**config.mk**
```make
export PLATFORM = sky130hd
export DESIGN_NAME = rtc_bus_monitor
export DESIGN_NICKNAME = d
export VERILOG_FILES = /design/src/rtl/rtcmon_pkg.sv /design/src/rtl/rtcmon_ctrl.sv /design/src/rtl/rtcmon_datapath.sv /design/src/rtl/rtc_bus_monitor.sv
export SDC_FILE = /design/constraint.sdc
export NUM_CORES = 1
export LEC_CHECK = 0
export BUFFER_PORTS_ARGS = -buffer_cell sky130_fd_sc_hd__buf_2
export CORE_ASPECT_RATIO = 0.75
export CORE_MARGIN = 1.5
export CORE_UTILIZATION = 25
export CTS_CLUSTER_DIAMETER = 120
export CTS_CLUSTER_SIZE = 24
export DETAILED_ROUTE_END_ITERATION = 7
export PLACE_DENSITY = 0.43
export SYNTH_ARGS = -nofsm -noshare
export SYNTH_HDL_FRONTEND = slang
export SYNTH_SLANG_ARGS = --single-unit
```
**constraint.sdc**
```tcl
create_clock -name clk -period 4.8 [get_ports clk]
set_clock_uncertainty 0.05 [all_clocks]
set_input_delay 0 -clock clk [delete_from_list [all_inputs] [get_ports clk]]
set_output_delay 0 -clock clk [all_outputs]
set_load 0.005 [all_outputs]
```
**src/rtl/rtcmon_pkg.sv**
```systemverilog
package rtcmon_pkg;

  localparam int NUM_FIELDS = 6;
  localparam logic [7:0] FIELD_INVALID = 8'hFF;

  typedef enum logic [2:0] {
    EV_START   = 3'd0,
    EV_RSTART  = 3'd1,
    EV_ADDR_WR = 3'd2,
    EV_ADDR_RD = 3'd3,
    EV_DATA_WR = 3'd4,
    EV_DATA_RD = 3'd5,
    EV_STOP    = 3'd6
  } evCode_t;

  typedef enum logic [2:0] {
    S_IDLE,
    S_WAIT_AW,
    S_WAIT_PTR,
    S_WR_DATA,
    S_WAIT_AR,
    S_RD_DATA
  } monState_t;

  // strobes from control to datapath
  typedef struct packed {
    logic clear;
    logic loadPtr;
    logic apply;
    logic report;
    logic isRead;
  } ctlStb_t;

  // register index holding field i (0 sec,1 min,2 hour,3 day,4 month,5 year)
  function automatic logic [7:0] fieldReg(input int i);
    case (i)
      0: return 8'h02;
      1: return 8'h03;
      2: return 8'h04;
      3: return 8'h05;
      4: return 8'h07;
      default: return 8'h08;
    endcase
  endfunction

  // significant bits of field i
  function automatic logic [7:0] fieldBits(input int i);
    case (i)
      0, 1: return 8'h7F;
      2, 3: return 8'h3F;
      4: return 8'h1F;
      default: return 8'hFF;
    endcase
  endfunction

  function automatic logic [7:0] bcdToBin(input logic [7:0] b);
    return ({4'd0, b[7:4]} * 8'd10) + {4'd0, b[3:0]};
  endfunction

endpackage

```
**src/rtl/rtcmon_ctrl.sv**
```systemverilog
module rtcmon_ctrl
  import rtcmon_pkg::*;
#(
  parameter logic [7:0] WR_ADDR = 8'hA2,
  parameter logic [7:0] RD_ADDR = 8'hA3
) (
  input  logic          clk,
  input  logic          rst,
  input  logic          evValid,
  input  logic [2:0]    evCode,
  input  logic [7:0]    evData,
  output ctlStb_t       stb
);

  monState_t state, nextState;
  evCode_t   code;
  logic      isAddr;

  assign code   = evCode_t'(evCode);
  assign isAddr = (code == EV_ADDR_WR) || (code == EV_ADDR_RD);

  always_comb begin
    nextState = state;
    stb       = '0;
    if (evValid) begin
      if (code == EV_STOP) begin
        nextState  = S_IDLE;
        stb.report = (state == S_WR_DATA) || (state == S_RD_DATA);
        stb.isRead = (state == S_RD_DATA);
      end else begin
        case (state)
          S_IDLE: begin
            if (code == EV_START) begin
              nextState = S_WAIT_AW;
              stb.clear = 1'b1;
            end
          end
          S_WAIT_AW: begin
            if (code == EV_ADDR_WR && evData == WR_ADDR) nextState = S_WAIT_PTR;
            else if (isAddr)                             nextState = S_IDLE;
          end
          S_WAIT_PTR: begin
            if (code == EV_DATA_WR) begin
              nextState   = S_WR_DATA;
              stb.loadPtr = 1'b1;
            end
          end
          S_WR_DATA: begin
            if (code == EV_RSTART)       nextState = S_WAIT_AR;
            else if (code == EV_DATA_WR) stb.apply = 1'b1;
          end
          S_WAIT_AR: begin
            if (code == EV_ADDR_RD && evData == RD_ADDR) nextState = S_RD_DATA;
            else if (isAddr)                             nextState = S_IDLE;
          end
          S_RD_DATA: begin
            if (code == EV_DATA_RD) stb.apply = 1'b1;
          end
          default: nextState = S_IDLE;
        endcase
      end
    end
  end

  always_ff @(posedge clk) begin
    if (rst) state <= S_IDLE;
    else     state <= nextState;
  end

  AST_CODE_LEGAL: assert property (@(posedge clk) disable iff (rst)
    evValid |-> evCode != 3'd7);

  AST_STOP_IDLE: assert property (@(posedge clk) disable iff (rst)
    (evValid && evCode == 3'd6) |=> state == S_IDLE);

  AST_IDLE_HOLD: assert property (@(posedge clk) disable iff (rst)
    (state == S_IDLE && !(evValid && evCode == 3'd0)) |=> state == S_IDLE);

  AST_READ_ENTRY: assert property (@(posedge clk) disable iff (rst)
    (state == S_RD_DATA && $past(state) != S_RD_DATA)
      |-> $past(evValid && evCode == 3'd3 && evData == RD_ADDR));

endmodule

```
**src/rtl/rtcmon_datapath.sv**
```systemverilog
module rtcmon_datapath
  import rtcmon_pkg::*;
(
  input  logic                         clk,
  input  logic                         rst,
  input  ctlStb_t                      stb,
  input  logic                         evValid,
  input  logic [2:0]                   evCode,
  input  logic [7:0]                   evData,
  output logic [NUM_FIELDS-1:0][7:0]   fieldVal,
  output logic [NUM_FIELDS-1:0]        maskR,
  output logic                         voltLow,
  output logic                         doneValid,
  output logic                         doneRead
);

  localparam logic [7:0] SEC_REG = fieldReg(0);

  logic [7:0] regPtr;

  always_ff @(posedge clk) begin
    if (rst)              regPtr <= '0;
    else if (stb.loadPtr) regPtr <= evData;
    else if (stb.apply)   regPtr <= regPtr + 8'd1;
  end

  for (genvar i = 0; i < NUM_FIELDS; i++) begin : g_field
    localparam logic [7:0] REG_IDX = fieldReg(i);
    localparam logic [7:0] BITS    = fieldBits(i);

    always_ff @(posedge clk) begin
      if (rst || stb.clear) begin
        fieldVal[i] <= FIELD_INVALID;
        maskR[i]    <= 1'b0;
      end else if (stb.apply && regPtr == REG_IDX) begin
        fieldVal[i] <= bcdToBin(evData & BITS);
        maskR[i]    <= 1'b1;
      end
    end

    AST_UNTOUCHED_INVALID: assert property (@(posedge clk) disable iff (rst)
      !maskR[i] |-> fieldVal[i] == FIELD_INVALID);
  end

  always_ff @(posedge clk) begin
    if (rst || stb.clear)                      voltLow <= 1'b0;
    else if (stb.apply && regPtr == SEC_REG)   voltLow <= evData[7];
  end

  always_ff @(posedge clk) begin
    if (rst) begin
      doneValid <= 1'b0;
      doneRead  <= 1'b0;
    end else begin
      doneValid <= stb.report;
      if (stb.report) doneRead <= stb.isRead;
    end
  end

  AST_PTR_STEP: assert property (@(posedge clk) disable iff (rst)
    stb.apply |=> regPtr == $past(regPtr) + 8'd1);

  AST_PTR_LOAD: assert property (@(posedge clk) disable iff (rst)
    stb.loadPtr |=> regPtr == $past(evData));

  AST_CLEAR_MASK: assert property (@(posedge clk) disable iff (rst)
    stb.clear |=> maskR == '0);

  AST_DONE_AFTER_STOP: assert property (@(posedge clk) disable iff (rst)
    doneValid |-> $past(evValid && evCode == 3'd6));

  AST_DONE_SINGLE: assert property (@(posedge clk) disable iff (rst)
    doneValid |=> !doneValid);

endmodule

```
**src/rtl/rtc_bus_monitor.sv**
```systemverilog
module rtc_bus_monitor
  import rtcmon_pkg::*;
#(
  parameter logic [7:0] WR_ADDR = 8'hA2,
  parameter logic [7:0] RD_ADDR = 8'hA3
) (
  input  logic       clk,
  input  logic       rst,
  input  logic       evValid,
  input  logic [2:0] evCode,
  input  logic [7:0] evData,
  output logic       doneValid,
  output logic       doneRead,
  output logic [7:0] timeSec,
  output logic [7:0] timeMin,
  output logic [7:0] timeHour,
  output logic [7:0] timeDay,
  output logic [7:0] timeMonth,
  output logic [7:0] timeYear,
  output logic [5:0] fieldMask,
  output logic       voltLow
);

  ctlStb_t                       stb;
  logic [NUM_FIELDS-1:0][7:0]    fieldVal;

  rtcmon_ctrl #(.WR_ADDR(WR_ADDR), .RD_ADDR(RD_ADDR)) u_ctrl (
    .clk     (clk),
    .rst     (rst),
    .evValid (evValid),
    .evCode  (evCode),
    .evData  (evData),
    .stb     (stb)
  );

  rtcmon_datapath u_dp (
    .clk       (clk),
    .rst       (rst),
    .stb       (stb),
    .evValid   (evValid),
    .evCode    (evCode),
    .evData    (evData),
    .fieldVal  (fieldVal),
    .maskR     (fieldMask),
    .voltLow   (voltLow),
    .doneValid (doneValid),
    .doneRead  (doneRead)
  );

  assign timeSec   = fieldVal[0];
  assign timeMin   = fieldVal[1];
  assign timeHour  = fieldVal[2];
  assign timeDay   = fieldVal[3];
  assign timeMonth = fieldVal[4];
  assign timeYear  = fieldVal[5];

endmodule

```
; Yosys cells after proc, flatten, opt, wreduce, memory -nomap -nowiden
; Cells that the tools add are included.
; Widths: inputs -> output; s select.
[op_classes]
n_addsub = 5
n_mul = 4
div_mod_pow = 0
n_lt_le_gt_ge = 0
eq_ne = 23
shifts = 0
muxes = 20
n_bitwise = 0
n_reduce_logical = 15
[ops]
columns = operator, count
row1 = $add 8x4->8, 4
row2 = $eq 8x3->1 const B, 3
row3 = $mux 3, 8
row4 = $pmux 3 s6, 1
row5 = $eq 8x2->1 const B, 2
row6 = $eq 8x8->1 const B, 2
row7 = $mux 8, 2
row8 = $eq 3x3->1 const B, 5
row9 = $eq 3x2->1 const B, 4
row10 = $add 8x1->8 const B, 1
row11 = $eq 8x4->1 const B, 1
row12 = $logic_and 1x1->1, 8
row13 = $mul 4x3->7 const B, 1
row14 = $eq 3x1->1 const B, 2
row15 = $logic_not 3->1, 2
row16 = $mul 3x3->6 const B, 1
row17 = $mux 1, 6
row18 = $ne 3x1->1 const B, 2
row19 = $mul 2x3->5 const B, 1
row20 = $mux 5, 1
row21 = $reduce_and 5->1, 1
row22 = $mul 1x3->4 const B, 1
row23 = $logic_or 1x1->1, 3
row24 = $ne 3x2->1 const B, 1
row25 = 4 further kinds, 4
[totals]
ff_bits = 68
latchBits = 0
mem_bits_rw = 0
mem_bits_ro = 0
in_bits = 14
output_inout_bits = 57
wordCells = 84
mem_count = 0

; Depth between registers and ports, before layout
; Gate-level depths: netlist (run 1).
[logic_depth]
ltp_word = 8
ltp_mapped = 7
ltp_nobuf = 7

; By module
; Synthesis (run 1) repeated with hierarchy kept, for this count alone.
[hier_totals]
hier_cells = 358
hier_area_um2 = 3328.2
[modules_own_cells]
columns = mod, instances, cells_per_inst, area_per_inst_um2, seq_area_each_um2
row1 = rtcmon_datapath, 1, 301, 2905.3, 1221.2
row2 = rtcmon_ctrl, 1, 57, 422.9, 60.1

; Least setup slack after synthesis (run 1)
; OpenSTA, ideal clock, no wires.
[synth_timing]
kind = register to register
start = register u_ctrl.state[2]
end = register u_dp.regPtr[7]
setup_ns = 0.074
arrival_ns = 1.621
required_ns = 4.676
path_slack_ns = 3.055
stages_incl_launch_ff = 7
n_path_buf = 2
synth_period_minus_slack_ns = 1.745
cell_sequence = dfxtp_1 > buf_4 > nor3b_4 > o21a_1 > buf_2 > mux2_2 > o21ai_0
[synth_via]
elab_chain_len = 5
word_cells_on_any_way = 9
classes_between = 3 x eq/ne / 5 x mux / 1 x reduce/logical
[synth_rtl]
columns = element, line
row1 = "start, declared", rtcmon_ctrl.sv:15  ; monState_t state, nextState;
row2 = "start signal, assigned", rtcmon_ctrl.sv:67  ; else state <= nextState;
row3 = $eq 3x3->1 or $eq 3x2->1 (tied branches), rtcmon_ctrl.sv:31  ; case (state)
row4 = $pmux 1 s2 or $mux 1 (tied branches), rtcmon_ctrl.sv:31
row5 = $mux 3 (*), rtcmon_ctrl.sv:26  ; if (code == EV_STOP) begin
row6 = $mux 5 (*), rtcmon_ctrl.sv:25  ; if (evValid) begin
row7 = $reduce_bool 2->1 (no line) or $mux 8 (tied branches), --
row8 = "end signal, assigned", rtcmon_datapath.sv:23  ; else if (stb.loadPtr) regPtr <= evData;
row9 = "end signal, assigned", rtcmon_datapath.sv:24  ; else if (stb.apply) regPtr <= regPtr + 8'd1;
row10 = "end, declared", rtcmon_datapath.sv:19  ; logic [7:0] regPtr;
; Mark *: on every way between the ends. The rest lies on a longest branch, timed or not.
; A chain may end at the register's enable or synchronous reset.

; Final worst setup path (run 1)
[layout_timing]
start = register u_ctrl.state[0]
end = register u_dp.regPtr[1]
; Same word-level chain as after synthesis.

==> results of run 1 <==
[cell usage in the layout (no fill, tap or decap), types with 2 or more instances in the layout]
| master | Yosys | layout |
|---|---|---|
| nor2_1 | 9 | 9 |
| mux2i_1 | 19 | 19 |
| nor3b_1 | 2 | 2 |
| inv_1 | 18 | 18 |
| o31a_1 | 3 | 3 |
| dfxtp_1 | 64 | 64 |
| o2111ai_1 | 3 | 3 |
| clkbuf_16 | 0 | 9 |
| nand2_1 | 59 | 59 |
| fa_1 | 2 | 2 |
| o32a_1 | 2 | 2 |
| a22oi_1 | 2 | 2 |
| o22ai_1 | 5 | 5 |
| dlygate4sd3_1 | 0 | 7 |
| clkinv_2 | 0 | 4 |
| mux2_2 | 2 | 2 |
| xnor2_1 | 7 | 7 |
| a21oi_1 | 14 | 14 |
| nor4_1 | 4 | 4 |
| xor2_1 | 4 | 4 |
| ha_1 | 15 | 15 |
| buf_2 | 6 | 70 |
| nor3_1 | 7 | 7 |
| nand3_1 | 4 | 4 |
| nand4b_1 | 2 | 2 |
| or2_2 | 4 | 4 |
| nor2b_1 | 6 | 6 |
| o211ai_1 | 30 | 30 |
| and3b_1 | 6 | 6 |
| o21ai_0 | 6 | 6 |
| a32oi_1 | 3 | 3 |
| o2111ai_2 | 4 | 4 |
[per-stage QoR]
step | std cells | util
2_1_floorplan | 360 | -
3_3_place_gp | 576 | 0.288
3_5_place_dp | 576 | 0.288
4_1_cts | 599 | 0.314
5_1_grt | 599 | 0.314
6_report | 599 | 0.314
[final timing paths]
check | start | to
max | u_ctrl.state[0]$_SDFFE_PP0P_ | u_dp.regPtr[1]$_SDFFE_PP0P_
max reg2reg | u_ctrl.state[0]$_SDFFE_PP0P_ | u_dp.regPtr[1]$_SDFFE_PP0P_
min | rst | u_dp.doneRead$_SDFFE_PP0P_
min reg2reg | u_dp.maskR[3]$_SDFFE_PP0P_ | u_dp.maskR[3]$_SDFFE_PP0P_
[registers in the layout, summed over array words and instances (netlist names)]
name / count
u_dp.maskR: 6
u_dp.doneValid: 1
u_dp.voltLow: 1
u_dp.regPtr: 8
u_dp.fieldVal: 44
u_ctrl.state: 3
u_dp.doneRead: 1
[synthesized netlist by cell type (2+ instances only)]
cell type,instances
dfxtp_1,64
nand2_1,59
o211ai_1,30
mux2i_1,19
inv_1,18
ha_1,15
a21oi_1,14
clkbuf_1,12
nor2_1,9
nor3_1,7
xnor2_1,7
and3b_1,6
buf_2,6
nor2b_1,6
o21ai_0,6
buf_4,5
o22ai_1,5
nand3_1,4
nor4_1,4
o2111ai_2,4
or2_2,4
xor2_1,4
a32oi_1,3
o2111ai_1,3
o31a_1,3
a22oi_1,2
buf_6,2
fa_1,2
mux2_2,2
nand4b_1,2
nor3b_1,2
o32a_1,2
[logic make-up after synthesis]
family / Yosys count / synth area share
adders and majority gates: 17 / 0.0691
buffers and inverters: 44 / 0.0630
muxes: 21 / 0.0646
and+or+nand+nor: 117 / 0.188
AOI/OAI and AO/OA: 86 / 0.197
DFF: 64 / 0.389
xor gates and xnor gates: 11 / 0.0292
[layout make-up]
type | instances | share of cell area
clock inverter | 6 | 0.00893
clock buffer | 10 | 0.0564
sequential | 64 | 0.315
inverter | 18 | 0.0166
multi-input combinational | 252 | 0.445
timing repair buffer | 78 | 0.105
tap | 171 | 0.0527
[critical path, cell delays in order, from the launching register on]
cell and delay (ns):
dfxtp_1 0.43, or3_4 0.47, nor3_1 0.74, a22oi_1 0.14
a21oi_1 0.17, dlygate4sd3_1 0.56
[power groups by stage]
stage | Sequential [mW] | Clock [mW] | Combinational (mW)
global route | 0.534 | 0.631 | 0.122
finish | 0.534 | 0.584 | 0.109
CTS | 0.534 | 0.607 | 0.110
global placement | 0.545 | 0 | 0.106
detailed placement | 0.545 | 0 | 0.107
floorplan | 0.544 | 0 | 0.0739
[routing by layer]
metal,GRT usage,wire (µm),up-vias
li1,-,-,1430
met1,0.200,4990,1337
met2,0.191,3740,63
met3,0.0397,443,2
met4,0.0372,27,0
met5,0,0,-
[timing repair]
item                      in CTS  in global routing
hold buffers                   7                  0
gates resized for setup        0                  0
hold endpoints to repair      10                  0
==> flow_metrics.tcl, run 1 <==
set metrics [dict create \
    post-route-drc-count 0 \
    clockBufferDepth 2 \
    finalHoldViolations 0 \
    syn_area_per_cell_um2 9.15 \
    grt_pass1_wl_um 14200 \
    multiInputGateArea_um2 1810 \
    max_clock_freq_mhz 383 \
    syn-cell-area_um2 3290 \
    final_max_slew_viol_count 0 \
    synth_fp_nets 391 \
    cp.required_ns 5.01 \
    cts_tree "yes" \
    clock_sinks 64 \
    p_comb_frac 0.089 \
    nFillCells 1382 \
    first_iter_violations 139 \
    die-area_um2 13900 \
    max_slew_margin 0.197 \
    io-pin-count 71 \
    synth_top_area_share 0.389 \
    async_flop_share 0 \
    gp_congestion 0.761 \
    ys.flop_type "dfxtp_1" \
    synthDistinctLibCells 61 \
    setup_viol 0 \
    first_pass_iters 4 \
    p_sw_frac 0.252 \
    rsz0062_at_grt "no" \
    cp_max_fo 14 \
    rrSetupSlack_ns 2.19 \
    worst_slew_pin_slew_ns 1.20 \
    maxCapViolations 0 \
    numCtsBuffers 9 \
    yosysWarnings 0 \
    vias_per_cell 4.73 \
    grt_overflow_total 0 \
    switchingPower_mw 0.309 \
    leakage_nw 1.75 \
    drtAntennaViolNets 0 \
    nets 454 \
    num_rows 36 \
    root_buffer "clkbuf_16" \
    clock_power_share 0.476 \
    status "finished clean" \
    antenna_found_initial 0 \
    path_clk_slew_ns 0.05 \
    wl_per_cell_um 15.4 \
    layout_min_cycle_time_ns 2.61 \
    arrival_ns 2.82 \
    synthTopCellsByArea "dfxtp_1 (39%), o211ai_1 (6.8%), nand2_1 (6.7%)" \
    dp_slack_ns 2.35 \
    numPortBuffers 70 \
    layout_setup_ws_ns 2.19 \
    synthCells 360 \
    rr_worst_depth 5 \
    seqPwrFrac 0.435 \
    diodes 0 \
    area_delta_synth_final_pct 23.3 \
    grt_max_degree 24 \
    synth_seq_cells 64 \
    die_h_um 102 \
    period_share 0.543 \
    grt_usage 0.136 \
    num_vias 2832 \
    ir_drop_mv 0.150 \
    worstSetupStartpointType "flop" \
    hp-class "in -> reg" \
    finalPower_mw 1.23 \
    start_util 0.255 \
    dp_hpwl_um 6690 \
    power.density_nw_per_um2 302 \
    clk_latency_ns 0.33 \
    wirelength_um 9200 \
    criticalPathCategory "reg -> reg" \
    stdcell_area_um2 4060 \
    post_cts_buffers 0 \
    grt_pass1_vias 2554 \
    area.sequential_um2 1280 \
    core_area_um2 12900 \
    hold_ws_ns 0.00542 \
    synth-edff-count 0 \
    placed_area_um2 3730 \
    hold_depth 2 \
    synth-seq-area-share 0.389 \
    synthDominantAreaCellType "dfxtp_1" \
    p_int_mw 0.918 \
    layout-drive-gt1-share 0.236 \
    endpoint_kind "flop" \
    htreeDepth 3 \
    die_w_um 136 \
    final.setup.tns_ns 0 \
]
Power figures use the tool's default switching activity.
==> run 2: changes to the inputs <==
clock period = 2.6 ns   (was 4.8 ns; I/O delays follow)
==> flow_metrics.tcl, run 2 (synthesized netlist as in run 1, its figures left out) <==
set metrics [dict create \
    diodes 0 \
    crit_chain "buf_4 -> or3_4 -> or3_1 -> o311ai_0 -> a21oi_1 -> dlygate4sd3_1" \
    cts_tree "yes" \
    grt_pass1_wl_um 14500 \
    worstSetupStartpointType "flop" \
    clock_sinks 64 \
    die-area_um2 13900 \
    leakage_nw 1.80 \
    maxCapViolations 0 \
    max_slew_margin 0.415 \
    area_delta_synth_final_pct 25.4 \
    hold_depth 3 \
    min_to "u_dp.regPtr[2]$_SDFFE_PP0P_" \
    cts_resized 0 \
    final_common_cell "buf_2" \
    die_w_um 136 \
    path_clk_slew_ns 0.06 \
    endpoint_kind "flop" \
    critPathBufInv 2 \
    r2r-start "u_ctrl.state[0]$_SDFFE_PP0P_" \
    setup_viol 0 \
    first_iter_violations 94 \
    dp_hpwl_um 6810 \
    hold_ws_ns 0.0449 \
    nFillCells 1393 \
    max_clock_freq_mhz 416 \
    placed_area_um2 3780 \
    cp_top_family "simple AND/OR/NAND/NOR gates" \
    io-pin-count 71 \
    numCtsBuffers 9 \
    post-route-drc-count 0 \
    arrival_ns 2.57 \
    regMostFlops "u_dp.fieldVal" \
    finalPower_mw 2.37 \
    start_util 0.255 \
    area.sequential_um2 1280 \
    hp-start "evData[2]" \
    wl_per_cell_um 15.3 \
    worst_slew_pin_slew_ns 0.877 \
    stdcell_area_um2 4130 \
    num_rows 36 \
    power.density_nw_per_um2 574 \
    largestRegisters "u_dp.fieldVal: 44 flops, u_dp.regPtr: 8 flops, u_dp.maskR: 6 flops" \
    htreeDepth 3 \
    first_pass_iters 4 \
    final.setup.tns_ns 0 \
    r2r_end "u_dp.regPtr[3]$_SDFFE_PP0P_" \
    cp.required_ns 2.77 \
    slowest_delay_ns 0.56 \
    antenna_found_initial 0 \
    cp_max_fo 13 \
    rrSetupSlack_ns 0.19 \
    grt_pass1_vias 2706 \
    clockBufferDepth 2 \
    multiInputGateArea_um2 1810 \
    cp_slowest_cell "dlygate4sd3_1" \
    hp-class "in -> reg" \
    num_vias 2850 \
    largest_reg_flops 44 \
    criticalPathCategory "reg -> reg" \
    grt_usage 0.139 \
    finalHoldViolations 0 \
    ir_drop_mv 0.298 \
    clk_latency_ns 0.33 \
    core_area_um2 12900 \
    rr_worst_depth 6 \
    layout-drive-gt1-share 0.251 \
    grt_max_degree 31 \
    wirelength_um 9240 \
    numPortBuffers 70 \
    layout_min_cycle_time_ns 2.41 \
    die_h_um 102 \
    nets 461 \
    final_max_slew_viol_count 0 \
    vias_per_cell 4.71 \
    rsz0062_at_grt "no" \
    drtAntennaViolNets 0 \
    layout_common_cells "buf_2 (70), dfxtp_1 (64), nand2_1 (59), o211ai_1 (30), mux2i_1 (19)" \
    root_buffer "clkbuf_16" \
    gp_congestion 0.763 \
    period_share 0.925 \
    grt_overflow_total 0 \
    status "finished clean" \
]
run 2: changes by cell type in the layout (fill, tap and decap cells not counted):
cell / previous run / this run
clkinv_2: 4 / 3
dlygate4sd3_1: 7 / 6
bufinv_16: 0 / 1
buf_4: 1 / 9
clkbuf_1: 1 / 0
run 2: what timing repair did:
action / in CTS / in global routing
hold buffers: 6 / 0
setup endpoints to repair: 0 / 1
endpoints found under the hold margin: 6 / 0
buffers inserted: 0 / 1
run 2: worst max-delay path by stage:
| stage | start | end | slack [ns] | depth (start not counted) |
|---|---|---|---|---|
| finish | u_ctrl.state[0]$_SDFFE_PP0P_ | u_dp.regPtr[3]$_SDFFE_PP0P_ | 0.19 | 6 |
| floorplan | u_ctrl.state[2]$_SDFFE_PP0P_ | u_dp.regPtr[7]$_SDFFE_PP0P_ | 0.85 | 6 |
| detailed placement | u_ctrl.state[1]$_SDFFE_PP0P_ | u_dp.fieldVal[1]$_SDFFE_PP1P_ | 0.42 | 4 |
| CTS | u_ctrl.state[1]$_SDFFE_PP0P_ | u_dp.regPtr[3]$_SDFFE_PP0P_ | 0.10 | 5 |
| global route | u_ctrl.state[1]$_SDFFE_PP0P_ | u_dp.regPtr[3]$_SDFFE_PP0P_ | 0.02 | 5 |
| global placement | u_ctrl.state[1]$_SDFFE_PP0P_ | u_dp.fieldVal[9]$_SDFFE_PP1P_ | 0.49 | 4 |
run 2: worst reg2reg max path, cell delays in order, from the launching register on:
cell and delay, ns:
dfxtp_1 0.31, buf_4 0.17, or3_4 0.42, or3_1 0.51, o311ai_0 0.16, a21oi_1 0.11, dlygate4sd3_1 0.56
run 2: layout make-up:
cell class                      instances  area share
Clock buffer                            9      0.0545
Clock inverter                          6      0.0148
Timing Repair Buffer                   85       0.116
Inverter                               18      0.0163
Tap cell                              171      0.0518
Multi-Input combinational cell        252       0.437
Sequential cell                        64       0.310
run 2: where the power goes:
group          leakage, nW  total (mW)  switching (mW)  internal [mW]
Combinational         1.14       0.213           0.134         0.0781
Sequential           0.517       0.983        0.000515          0.982
Clock                0.141        1.18           0.444          0.732
Total                 1.80        2.37           0.579           1.79
run 2: metal layers:
layer,share of wire,track usage,vias up
met2,0.41,0.201,63
met1,0.53,0.198,1330
met4,0.0082,0.0405,0
li1,-,-,1448
met3,0.048,0.0432,9
met5,0,0,-
run 2: metrics by stage:
| stage | worst slack [ns] | util | instances |
|---|---|---|---|
| CTS | 0.102 | 0.319 | 604 |
| global route | 0.0172 | 0.320 | 605 |
| finish | 0.194 | 0.320 | 605 |
| floorplan | 0.855 | - | 360 |
| global placement | 0.485 | 0.292 | 583 |
| detailed placement | 0.422 | 0.292 | 583 |
